$ cat src/rtl/doorbell_irq_pkg.sv
package doorbell_irq_pkg;
  localparam logic [3:0]  FTYPE_DOORBELL = 4'b1010;
  localparam logic [15:0] INFO_RSV_MASK  = 16'hFF90;
  localparam int unsigned INFO_WORD_LSB  = 5;
  localparam int unsigned INFO_WORD_W    = 2;
  localparam int unsigned INFO_BIT_W     = 4;

  typedef enum logic [1:0] {
    RK_STATUS   = 2'd0,
    RK_CLEAR    = 2'd1,
    RK_ROUTE_LO = 2'd2,
    RK_ROUTE_HI = 2'd3
  } reg_kind_e;
endpackage

$ cat src/rtl/db_info_decode.sv
module db_info_decode
  import doorbell_irq_pkg::*;
#(
  parameter int unsigned IDX_W = 6
) (
  input  logic             valid_i,
  input  logic [3:0]       ftype_i,
  input  logic [15:0]      info_i,
  output logic             set_o,
  output logic             rsv_err_o,
  output logic [IDX_W-1:0] idx_o
);
  logic is_db, rsv_hit;

  always_comb begin
    is_db     = valid_i && (ftype_i == FTYPE_DOORBELL);
    rsv_hit   = |(info_i & INFO_RSV_MASK);
    set_o     = is_db && !rsv_hit;
    rsv_err_o = is_db && rsv_hit;
    idx_o     = IDX_W'({info_i[INFO_WORD_LSB +: INFO_WORD_W], info_i[INFO_BIT_W-1:0]});
  end
endmodule

$ cat src/rtl/db_status_bank.sv
module db_status_bank #(
  parameter int unsigned NUM_WORDS = 4,
  parameter int unsigned WORD_W    = 16,
  localparam int unsigned NUM_SRC  = NUM_WORDS * WORD_W,
  localparam int unsigned IDX_W    = $clog2(NUM_SRC)
) (
  input  logic                 clk_i,
  input  logic                 rst_ni,
  input  logic                 set_i,
  input  logic [IDX_W-1:0]     set_idx_i,
  input  logic [NUM_WORDS-1:0] clr_we_i,
  input  logic [WORD_W-1:0]    clr_data_i,
  output logic [NUM_SRC-1:0]   status_o
);
  logic [NUM_SRC-1:0] set_vec;

  always_comb begin
    set_vec = '0;
    if (set_i) set_vec[set_idx_i] = 1'b1;
  end

  for (genvar w = 0; w < NUM_WORDS; w++) begin : g_word
    logic [WORD_W-1:0] word_q, clr_mask;
    assign clr_mask = clr_we_i[w] ? clr_data_i : '0;

    // set is applied after clear so it wins
    always_ff @(posedge clk_i or negedge rst_ni) begin
      if (!rst_ni) word_q <= '0;
      else         word_q <= (word_q & ~clr_mask) | set_vec[w*WORD_W +: WORD_W];
    end

    assign status_o[w*WORD_W +: WORD_W] = word_q;
  end
endmodule

$ cat src/rtl/db_route_map.sv
module db_route_map #(
  parameter int unsigned NUM_SRC = 64,
  parameter int unsigned ROUTE_W = 4,
  parameter int unsigned DATA_W  = 32,
  parameter int unsigned NUM_IRQ = 8,
  localparam int unsigned NUM_RREG = NUM_SRC * ROUTE_W / DATA_W,
  localparam int unsigned RSEL_W   = $clog2(NUM_RREG)
) (
  input  logic                        clk_i,
  input  logic                        rst_ni,
  input  logic                        wr_en_i,
  input  logic [RSEL_W-1:0]           wr_sel_i,
  input  logic [DATA_W-1:0]           wr_data_i,
  input  logic [NUM_SRC-1:0]          status_i,
  output logic [NUM_SRC*ROUTE_W-1:0]  route_o,
  output logic [NUM_IRQ-1:0]          irq_o
);
  for (genvar r = 0; r < NUM_RREG; r++) begin : g_rreg
    logic [DATA_W-1:0] rreg_q;
    always_ff @(posedge clk_i or negedge rst_ni) begin
      if (!rst_ni)                                        rreg_q <= '0;
      else if (wr_en_i && wr_sel_i == RSEL_W'(r))         rreg_q <= wr_data_i;
    end
    assign route_o[r*DATA_W +: DATA_W] = rreg_q;
  end

  // source s uses code field s of the flattened routing vector
  always_comb begin
    irq_o = '0;
    for (int j = 0; j < NUM_IRQ; j++) begin
      for (int s = 0; s < NUM_SRC; s++) begin
        if (status_i[s] && route_o[s*ROUTE_W +: ROUTE_W] == ROUTE_W'(j)) irq_o[j] = 1'b1;
      end
    end
  end
endmodule

$ cat src/rtl/doorbell_irq_router.sv
module doorbell_irq_router
  import doorbell_irq_pkg::*;
#(
  parameter int unsigned NUM_WORDS = 4,
  parameter int unsigned WORD_W    = 16,
  parameter int unsigned ROUTE_W   = 4,
  parameter int unsigned DATA_W    = 32,
  parameter int unsigned NUM_IRQ   = 8,
  localparam int unsigned NUM_SRC  = NUM_WORDS * WORD_W,
  localparam int unsigned IDX_W    = $clog2(NUM_SRC),
  localparam int unsigned WSEL_W   = $clog2(NUM_WORDS),
  localparam int unsigned ADDR_W   = WSEL_W + 2,
  localparam int unsigned NUM_RREG = NUM_SRC * ROUTE_W / DATA_W,
  localparam int unsigned RSEL_W   = $clog2(NUM_RREG)
) (
  input  logic               clk_i,
  input  logic               rst_ni,
  input  logic               pkt_valid_i,
  input  logic [3:0]         pkt_ftype_i,
  input  logic [1:0]         pkt_prio_i,
  input  logic [7:0]         pkt_src_id_i,
  input  logic [7:0]         pkt_src_tid_i,
  input  logic [15:0]        pkt_info_i,
  input  logic               reg_we_i,
  input  logic [ADDR_W-1:0]  reg_addr_i,
  input  logic [DATA_W-1:0]  reg_wdata_i,
  output logic [DATA_W-1:0]  reg_rdata_o,
  output logic [NUM_IRQ-1:0] irq_o,
  output logic               err_req_o,
  output logic [7:0]         err_src_id_o,
  output logic [7:0]         err_src_tid_o
);
  logic                       set_w, rsv_err_w;
  logic [IDX_W-1:0]           set_idx_w;
  logic [NUM_SRC-1:0]         status_w;
  logic [NUM_SRC*ROUTE_W-1:0] route_w;
  logic [NUM_WORDS-1:0]       clr_we_w;
  logic                       rwr_en_w;
  logic [RSEL_W-1:0]          rwr_sel_w;
  reg_kind_e                  kind_w;
  logic [WSEL_W-1:0]          wsel_w;

  assign kind_w = reg_kind_e'(reg_addr_i[1:0]);
  assign wsel_w = reg_addr_i[ADDR_W-1:2];

  db_info_decode #(.IDX_W(IDX_W)) u_dec (
    .valid_i   (pkt_valid_i),
    .ftype_i   (pkt_ftype_i),
    .info_i    (pkt_info_i),
    .set_o     (set_w),
    .rsv_err_o (rsv_err_w),
    .idx_o     (set_idx_w)
  );

  always_comb begin
    clr_we_w = '0;
    if (reg_we_i && kind_w == RK_CLEAR) clr_we_w[wsel_w] = 1'b1;
    rwr_en_w  = reg_we_i && (kind_w == RK_ROUTE_LO || kind_w == RK_ROUTE_HI);
    rwr_sel_w = RSEL_W'({wsel_w, reg_addr_i[0]});
  end

  db_status_bank #(.NUM_WORDS(NUM_WORDS), .WORD_W(WORD_W)) u_bank (
    .clk_i      (clk_i),
    .rst_ni     (rst_ni),
    .set_i      (set_w),
    .set_idx_i  (set_idx_w),
    .clr_we_i   (clr_we_w),
    .clr_data_i (reg_wdata_i[WORD_W-1:0]),
    .status_o   (status_w)
  );

  db_route_map #(.NUM_SRC(NUM_SRC), .ROUTE_W(ROUTE_W), .DATA_W(DATA_W), .NUM_IRQ(NUM_IRQ)) u_route (
    .clk_i     (clk_i),
    .rst_ni    (rst_ni),
    .wr_en_i   (rwr_en_w),
    .wr_sel_i  (rwr_sel_w),
    .wr_data_i (reg_wdata_i),
    .status_i  (status_w),
    .route_o   (route_w),
    .irq_o     (irq_o)
  );

  always_comb begin
    unique case (kind_w)
      RK_STATUS:   reg_rdata_o = DATA_W'(status_w[wsel_w*WORD_W +: WORD_W]);
      RK_CLEAR:    reg_rdata_o = '0;
      default:     reg_rdata_o = route_w[rwr_sel_w*DATA_W +: DATA_W];
    endcase
  end

  always_ff @(posedge clk_i or negedge rst_ni) begin
    if (!rst_ni) begin
      err_req_o     <= 1'b0;
      err_src_id_o  <= '0;
      err_src_tid_o <= '0;
    end else begin
      err_req_o <= rsv_err_w;
      if (rsv_err_w) begin
        err_src_id_o  <= pkt_src_id_i;
        err_src_tid_o <= pkt_src_tid_i;
      end
    end
  end
endmodule

$ cat config.mk
export PLATFORM = sky130hd
export DESIGN_NAME = doorbell_irq_router
export DESIGN_NICKNAME = d
export VERILOG_FILES = /design/src/rtl/doorbell_irq_pkg.sv /design/src/rtl/db_info_decode.sv /design/src/rtl/db_status_bank.sv /design/src/rtl/db_route_map.sv /design/src/rtl/doorbell_irq_router.sv
export SDC_FILE = /design/constraint.sdc
export NUM_CORES = 1
export LEC_CHECK = 0
export BUFFER_PORTS_ARGS = -buffer_cell sky130_fd_sc_hd__buf_4
export CAP_MARGIN = 5
export CORE_MARGIN = 2
export CORE_UTILIZATION = 45
export CTS_CLUSTER_DIAMETER = 50
export DETAILED_ROUTE_END_ITERATION = 7
export SYNTH_ARGS = -nofsm -noshare
export SYNTH_HDL_FRONTEND = slang
export SYNTH_SLANG_ARGS = --single-unit
$ cat constraint.sdc
create_clock -name clk_i -period 4.3 [get_ports clk_i]
set_input_delay 0.43 -clock clk_i [delete_from_list [all_inputs] [get_ports clk_i]]
set_output_delay 0.43 -clock clk_i [all_outputs]
set_load 0.005 [all_outputs]
After elaboration in Yosys (flattened, before gate mapping)
Index checks and enable logic that the tools add are counted.
W data, S select, Z words.

cells by class
  add/sub/neg operators = 0
  multipliers = 0
  divide/modulo/power cells = 0
  order comparisons = 4
  equality and inequality tests = 459
  shifts and indexed selects = 2
  multiplexer cells = 523
  bitwise operators = 12
  reduce and logical (&&, ||, !) cells = 596

operators by type and width
  operator              number
  $eq A4 B3 Y1 const B  256
  $logic_and A1 B1 Y1   527
  $mux W1               514
  $eq A4 B2 Y1 const B  128
  $eq A4 B1 Y1 const B  64
  $logic_not A4 Y1      64
  $shiftx A256 B9 Y32   1
  $and A16 B16 Y16      4
  $mux W16              4
  $mux W64              1
  $not A16 Y16          4
  $or A16 B16 Y16       4
  $pmux W32 S2          1
  $shiftx A64 B7 Y16    1
  $eq A3 B3 Y1 const B  4
  $reduce_or A10 Y1     1
  $lt A6 B7 Y1 const B  1
  $demux W1 S6          1
  $eq A3 B2 Y1 const B  2
  $ge A6 B1 Y1 const B  1
  $eq A2 B2 Y1 const B  2
  $eq A4 B4 Y1 const B  1
  $mux W4               1
  $eq A3 B1 Y1 const B  1
  8 further kinds       8

word-level totals
  register bits = 337
  bits in latches = 0
  RAM bits = 0
  ROM bits = 0
  bits of input ports = 78
  output and inout port bits = 57
  logic and storage cells = 1611
  memories = 0

Depth between registers and ports, before layout
Gate-level depths: netlist of run 1.

  depth after elaboration = 66
  depth in mapped cells = 8
  gate-level depth less buffers = 5

Modules after synthesis
Synthesis of run 1 repeated with hierarchy kept, for this count alone.

second synthesis, totals
  cells, all modules = 1768
  area, all modules = 20169.3 sq um

modules (own cells, without submodules)
  module               times used  cells an instance  area each (sq um)  sequential area each (sq um)
  db_route_map         1           1295               14156.1            6406.1
  doorbell_irq_router  1           218                3165.5             425.4
  db_status_bank       1           241                2750.1             1601.5
  db_info_decode       1           14                 97.6               0.0

Worst setup path before layout of run 1
No wires, ideal clock.

  path kind = input to output
  start point = input port reg_addr_i[0]
  end point = output port reg_rdata_o[21]
  arrival time = 1.671 ns
  data required time = 3.870 ns
  slack = 2.199 ns
  cell stages on the path = 6
  path buffers = 3
  path through = buf_4 buf_6 buf_4 mux4_1 mux2i_1 nor2b_1

between the ends
  longest elaborated chain between the ends = 2
  elaborated cells on any way between the ends = 4
  those cells by class = eq/ne: 1; shift: 1; mux: 1; reduce/logical: 1

RTL lines
  element                                            RTL line                   text
  from (decl)                                        doorbell_irq_router.sv:25  input logic [ADDR_W-1:0] reg_addr_i,
  $shiftx A256 B9 Y32, or another cell as far along  doorbell_irq_router.sv:87  default: reg_rdata_o = route_w[rwr_sel_w*DATA_W +: DATA_W];
  $pmux W32 S2 (*)                                   doorbell_irq_router.sv:84  unique case (kind_w)
  to (decl)                                          doorbell_irq_router.sv:27  output logic [DATA_W-1:0] reg_rdata_o,

Mark *: on every way between the ends. The rest lies on a longest branch, timed or not.

Worst setup path in the final report of run 1
  start point = register u_bank.g_word[3].word_q[5]
  end point = output port irq_o[6]

between the ends
  longest elaborated chain between the ends = 12

RTL lines
  element                 RTL line                   text
  from (decl)             db_status_bank.sv:23       logic [WORD_W-1:0] word_q, clr_mask;
  from (signal assigned)  db_status_bank.sv:29       else word_q <= (word_q & ~clr_mask) | set_vec[w*WORD_W +: WORD_W];
  $logic_and A1 B1 Y1     db_route_map.sv:32         if (status_i[s] && route_o[s*ROUTE_W +: ROUTE_W] == ROUTE_W'(j)) irq_o[j] = 1'b1;
  $mux W1 (11 in series)  db_route_map.sv:32
  to (decl)               doorbell_irq_router.sv:28  output logic [NUM_IRQ-1:0] irq_o,

No other way between the ends.

==> flow_summary.json, run 1 <==
{
  "cts_buffers": 40,
  "worstPathArrival_ps": 3510,
  "slowest_stage": "nor4_1",
  "holdPathEnd": "err_src_id_o[5]",
  "hold_ws_ps": 68.7,
  "root_buffer": "clkbuf_16",
  "fill_cells": 3791,
  "vias": 19700,
  "area_delta_synth_final_pct": 14.7,
  "synth_async_sr_flop_share_pct": 100,
  "pwr-share-comb_pct": 22.4,
  "synth_area_leaders": "dfrtp_1, mux2_2, mux4_2",
  "antenna_found_initial": 11,
  "clockPowerShare_pct": 32.2,
  "rr_worst_depth": 3,
  "final_common_cell": "dfrtp_1",
  "drive_gt1_share_pct": 33.5,
  "synth_edf_count": 0,
  "finalHoldViolCount": 0,
  "synth_top_area_share_pct": 40.8,
  "outcome": "completed",
  "rsz0062_at_grt": "no",
  "wl_um": 117000,
  "grt_pass1_vias": 18800,
  "yosys.area.top_type": "dfrtp_1",
  "final.min_clock_period_ps": 3940,
  "reg2reg_slack_ps": 3070,
  "die_w_um": 218,
  "multiInputGateArea_mm2": 0.0117,
  "fmax_ghz": 0.254,
  "cts_htree_levels": 2,
  "cts_resized": 0,
  "setup_viol": 0,
  "synth_nets": 1952,
  "reg2reg_from": "u_route.g_rreg[7].rreg_q[17]",
  "routabilityCongestion": 1.08,
  "cts_tree": "yes",
  "sequentialPowerShare_pct": 45.4,
  "regArea_mm2": 0.00843,
  "hold_buffers": 1,
  "crit_path_max_incr_delay_ps": 900,
  "rr_endpoint": "u_route.g_rreg[7].rreg_q[17]",
  "die_height_um": 218,
  "path_cells": "nand2_1, o32ai_1, a311o_1, nor4_1, nand4_1, buf_4",
  "clockBufferDepth": 3,
  "syn-cell-area_mm2": 0.0207,
  "ys.flop_type": "dfrtp_1",
  "grt_max_degree": 96,
  "crit_path_start": "u_bank.g_word[3].word_q[5]",
  "synthCells": 1874,
  "internal_power_mw": 6.99,
  "clk_pin_slew_ps": 70,
  "vdd_drop_max_mv": 0.463,
  "fin_nets": 2075,
  "drv_cap": 0,
  "portBuffers": 132,
  "synth_seq_cells": 337,
  "setup_tns_ps": 0,
  "ys_types": 68,
  "power.density_mw_per_mm2": 461,
  "drcViolationCount": 0,
  "ys_warn_count": 0,
  "post_cts_buffers": 0,
  "slew_viol_final": 0,
  "core_area_mm2": 0.0454,
  "max-slew-margin-rel_pct": 11.7,
  "ant_nets": 0,
  "cts.sinks": 337,
  "hold_depth": 2,
  "first_pass_iters": 8,
  "start_kind": "register",
  "worstMarginPinSlew_ps": 1310,
  "crit_fanout": 4,
  "wl_per_cell_um": 44.7,
  "drt_iter0_drc": 3241,
  "layout_common_cells": "dfrtp_1, mux2_2, nand2_1",
  "num_rows": 78,
  "die_area_mm2": 0.0476,
  "clock_skew_ps": 0,
  "crit_required_ps": 3870,
  "clk_latency_ps": 590,
  "viasPerCell": 7.49,
  "grt_pass1_wl_um": 158000,
  "io_pins": 135,
  "ys_seq_area_share_pct": 40.8,
  "switching_share_pct": 35.9,
  "initial_core_util_pct": 45.5,
  "hp-start": "pkt_src_id_i[5]",
  "period_share_pct": 91.5,
  "dp_hpwl_um": 92600,
  "power_switching_mw": 3.92,
  "critPathCaptureType": "output port",
  "crit_type": "register to output port",
  "grt.total_usage_pct": 49.3,
  "hold_path.class": "primary input to register",
  "power_leakage_nw": 9.17,
  "synth.avg_cell_area_um2": 11.0,
  "gr-total-overflow": 0
}
state kept, by name, indices dropped and copies added, names as in the netlist:
signal and flops:
u_route.g_rreg.rreg_q 256, err_req_o 1, u_bank.g_word.word_q 64, err_src_tid_o 8
err_src_id_o 8
critical path: cells and delay by family (launching register included):
family          cells  cell delay (ps)
buf+inv             1              260
compound gates      2              570
flops               1              450
simple gates        3             1630
metrics by stage:
stage	utilization [%]	instances	cell area, um^2	worst slack, ps	total power [mW]
after global placement	49.1	2554	22300	1120	7.15
final	52.2	2630	23700	365	10.9
after CTS	52.2	2626	23700	554	10.7
after global routing	52.2	2626	23700	430	11.1
after floorplan	-	1874	20700	2200	5.83
after detailed placement	49.1	2554	22300	1000	7.25
power by group through the flow:
stage          logic (mW)  clock network, mW  registers [mW]
3_5_place_dp         2.35                  0            4.89
4_1_cts              2.38               3.51            4.84
6_report             2.44               3.51            4.95
5_1_grt              2.51               3.65            4.96
3_3_place_gp         2.29                  0            4.86
2_1_floorplan        1.47                  0            4.36
Yosys cell counts, types with 35 or more instances:
master     number
dfrtp_1       337
mux2_2        272
mux4_2         78
nand2_1       174
nand2b_1       88
nand3_1        36
nand3b_1       68
nor2_1         49
nor3_1        100
nor4_1         54
o21ai_0        43
o22ai_1       110
o2bb2ai_1      35
o32ai_1        44
or3b_2         53
worst max path at each step:
stage / slack, ps / end / cells past startpoint
floorplan: 2200 / reg_rdata_o[21] / 6
global placement: 1120 / reg_rdata_o[21] / 6
detailed placement: 1000 / reg_rdata_o[23] / 6
CTS: 550 / irq_o[1] / 6
global route: 430 / irq_o[6] / 6
finish: 360 / irq_o[6] / 6
metal layers:
layer | wire [um] | global-route usage (%) | vias up
met5 | 34 | 0 | -
met4 | 9080 | 30.1 | 6
met3 | 15300 | 17.4 | 426
met2 | 50000 | 72.3 | 1806
met1 | 43100 | 62.2 | 9931
li1 | - | - | 7535
cell families (layout without fill, tap and decap cells):
group | count (synthesis) | after routing | synth area share (%)
mux | 370 | 370 | 24.5
buf+inv | 114 | 266 | 2.86
flops | 337 | 337 | 40.8
compound gates | 289 | 289 | 10.4
other cells | 0 | 4 | 0
simple gates | 764 | 764 | 21.4
final cells by class:
class,instances,share of cell area [%]
sequential,337,35.6
inverter,27,0.428
clock buffer,49,4.58
antenna,4,0.0423
multi-input combinational,1423,49.3
clock inverter,22,1.16
timing repair buffer,168,5.74
tap,600,3.17
(Power assumes the default switching activity.)
==> run 2, diff against run 1 <==
--- a/config.mk
+++ b/config.mk
@@ -13,4 +13,5 @@
 export DETAILED_ROUTE_END_ITERATION = 7
 export SYNTH_ARGS = -nofsm -noshare
 export SYNTH_HDL_FRONTEND = slang
+export SYNTH_HIERARCHICAL = 1
 export SYNTH_SLANG_ARGS = --single-unit
==> run 2 against run 1 <==
Total power shrank 3.3%. Critical path type unchanged. Core utilization grew 0.30 points. Worst hold slack improved by 15 ps. Clock power is 3% lower. Flip-flop and latch count stayed put.
==> flow_summary.json, run 2 <==
{
  "ys_types": 48,
  "io_pins": 135,
  "power.density_mw_per_mm2": 454,
  "fill_cells": 3721,
  "synthCells": 1768,
  "grt_max_degree": 91,
  "syn-cell-area_mm2": 0.0202,
  "yosys.area.top_type": "dfrtp_1",
  "hold_depth": 2,
  "synth_commonest_cells": "dfrtp_1, mux2_2, o22ai_1",
  "clock_skew_ps": 0,
  "ant_nets": 0,
  "rsz0062_at_grt": "no",
  "rr_endpoint": "u_route/g_rreg[3].rreg_q[4]",
  "outcome": "completed",
  "synth_top_area_share_pct": 41.8,
  "dpl.cell_count": 2455,
  "drv_cap": 0,
  "synth_nets": 1846,
  "grt_pass1_wl_um": 151000,
  "core_area_mm2": 0.0442,
  "regMostFlops": "u_route/g_rreg.rreg_q",
  "start_kind": "register",
  "fmax_ghz": 0.261,
  "endpoint": "irq_o[0]",
  "ys_warn_count": 6,
  "finalHoldViolCount": 0,
  "clockBufferDepth": 3,
  "cts_htree_levels": 2,
  "drt_iter0_drc": 2972,
  "layoutNonFillerInstCount": 2527,
  "worst_slack_ps": 469,
  "final_common_cell": "dfrtp_1",
  "reg2reg_from": "u_route/g_rreg[3].rreg_q[4]",
  "top_regs": "u_route/g_rreg.rreg_q x256, u_bank/g_word.word_q x64",
  "cts.sinks": 337,
  "critPathCaptureType": "output port",
  "worstPathArrival_ps": 3400,
  "gr-total-overflow": 0,
  "crit_fanout": 4,
  "first_pass_iters": 5,
  "die_area_mm2": 0.0465,
  "routabilityCongestion": 1.16,
  "slew_viol_final": 0,
  "synth_seq_cells": 337,
  "dp_hpwl_um": 86400,
  "crit_required_ps": 3870,
  "cts_resized": 0,
  "drive_gt1_share_pct": 34.8,
  "crit_path_start": "u_bank/g_word[0].word_q[12]",
  "portBuffers": 132,
  "cts_buffers": 39,
  "power_leakage_nw": 9.15,
  "synth_async_sr_flop_share_pct": 100,
  "post_cts_buffers": 0,
  "grt_pass1_vias": 18500,
  "wl_per_cell_um": 43.6,
  "crit_type": "register to output port",
  "setup_tns_ps": 0,
  "die_w_um": 216,
  "setup_viol": 0,
  "viasPerCell": 7.58,
  "ys.flop_type": "dfrtp_1",
  "max-slew-margin-rel_pct": 14.2,
  "die_height_um": 216,
  "largest_reg_flops": 256,
  "reg2reg_slack_ps": 3230,
  "cts_tree": "yes",
  "synth.avg_cell_area_um2": 11.4,
  "dp_slack_ps": 1110,
  "synth_area_leaders": "dfrtp_1, mux2_2, mux4_2",
  "ys_seq_area_share_pct": 41.8,
  "vdd_drop_max_mv": 0.393,
  "hold_path.class": "primary input to register",
  "fin_nets": 1984,
  "worstMarginPinSlew_ps": 1280,
  "clk_pin_slew_ps": 60,
  "period_share_pct": 89.1,
  "num_rows": 77,
  "root_buffer": "clkbuf_16",
  "synth_edf_count": 0,
  "initial_core_util_pct": 45.6,
  "synthMostInstantiatedCell": "dfrtp_1",
  "rr_worst_depth": 1,
  "layout_common_cells": "dfrtp_1, mux2_2, o22ai_1",
  "final.min_clock_period_ps": 3830,
  "wl_um": 110000,
  "drcViolationCount": 0,
  "vias": 19200,
  "area_delta_synth_final_pct": 15.0,
  "clk_latency_ps": 570,
  "grt.total_usage_pct": 47.1,
  "hold_buffers": 1,
  "antenna_found_initial": 5
}
==> run 2: stage by stage <==
step / cell area (um^2) / total power [mW] / util [%] / hold slack (ps)
floorplan: 20200 / 5.72 / - / 134
global placement: 21900 / 6.91 / 49.5 / 489
detailed placement: 21900 / 7.02 / 49.5 / 498
CTS: 23200 / 10.4 / 52.4 / 67.2
global route: 23200 / 10.8 / 52.5 / 86.0
finish: 23200 / 10.5 / 52.5 / 84.0
==> run 2: kinds of logic (layout without fill, tap and decap cells) <==
group           after synthesis  in the layout  share of synthesized area, %
other cells                   0              2                             0
buf+inv                      82            247                          2.21
simple gates                705            705                          21.3
flops                       337            337                          41.8
compound gates              276            276                          9.73
mux                         368            368                          24.9
==> run 2: worst min-delay path by stage <==
stage / start / endpoint / slack (ps)
floorplan: rst_ni / err_req_o / 130
global placement: rst_ni / u_route/g_rreg[1].rreg_q[16] / 490
detailed placement: rst_ni / u_route/g_rreg[1].rreg_q[18] / 500
CTS: pkt_src_id_i[1] / err_src_id_o[1] / 70
global route: pkt_src_id_i[5] / err_src_id_o[5] / 90
finish: pkt_src_id_i[1] / err_src_id_o[1] / 80
==> run 2: layer usage <==
layer	vias up	global-route usage, %	part of all wire, %
met1	9727	60.6	36
met4	2	30.0	8.3
met3	430	13.9	13
met5	-	0	0.011
li1	7271	-	-
met2	1727	69.4	43
==> run 2: cell type report <==
type / count / area (um^2) / share of cell area, %
clock buffer: 51 / 1090 / 4.70
timing repair buffer: 178 / 1380 / 5.96
tap: 592 / 741 / 3.19
antenna: 2 / 5.00 / 0.0216
inverter: 1 / 3.75 / 0.0162
sequential: 337 / 8430 / 36.3
multi-input combinational: 1349 / 11300 / 48.8
clock inverter: 17 / 216 / 0.933
==> run 2: power by group <==
group / switching [mW] / internal (mW) / total, mW / leakage [nW]
clock network: 1.47 / 1.95 / 3.42 / 0.645
logic: 1.10 / 1.17 / 2.27 / 4.26
registers: 1.09 / 3.76 / 4.85 / 4.24
==> run 2: critical path: stages (launching register included) <==
cell and delay (ps):
dfrtp_1 570, or3b_2 650, nor3_1 1020, nor4_1 100
nand4_1 170, or4_1 170, buf_4 120
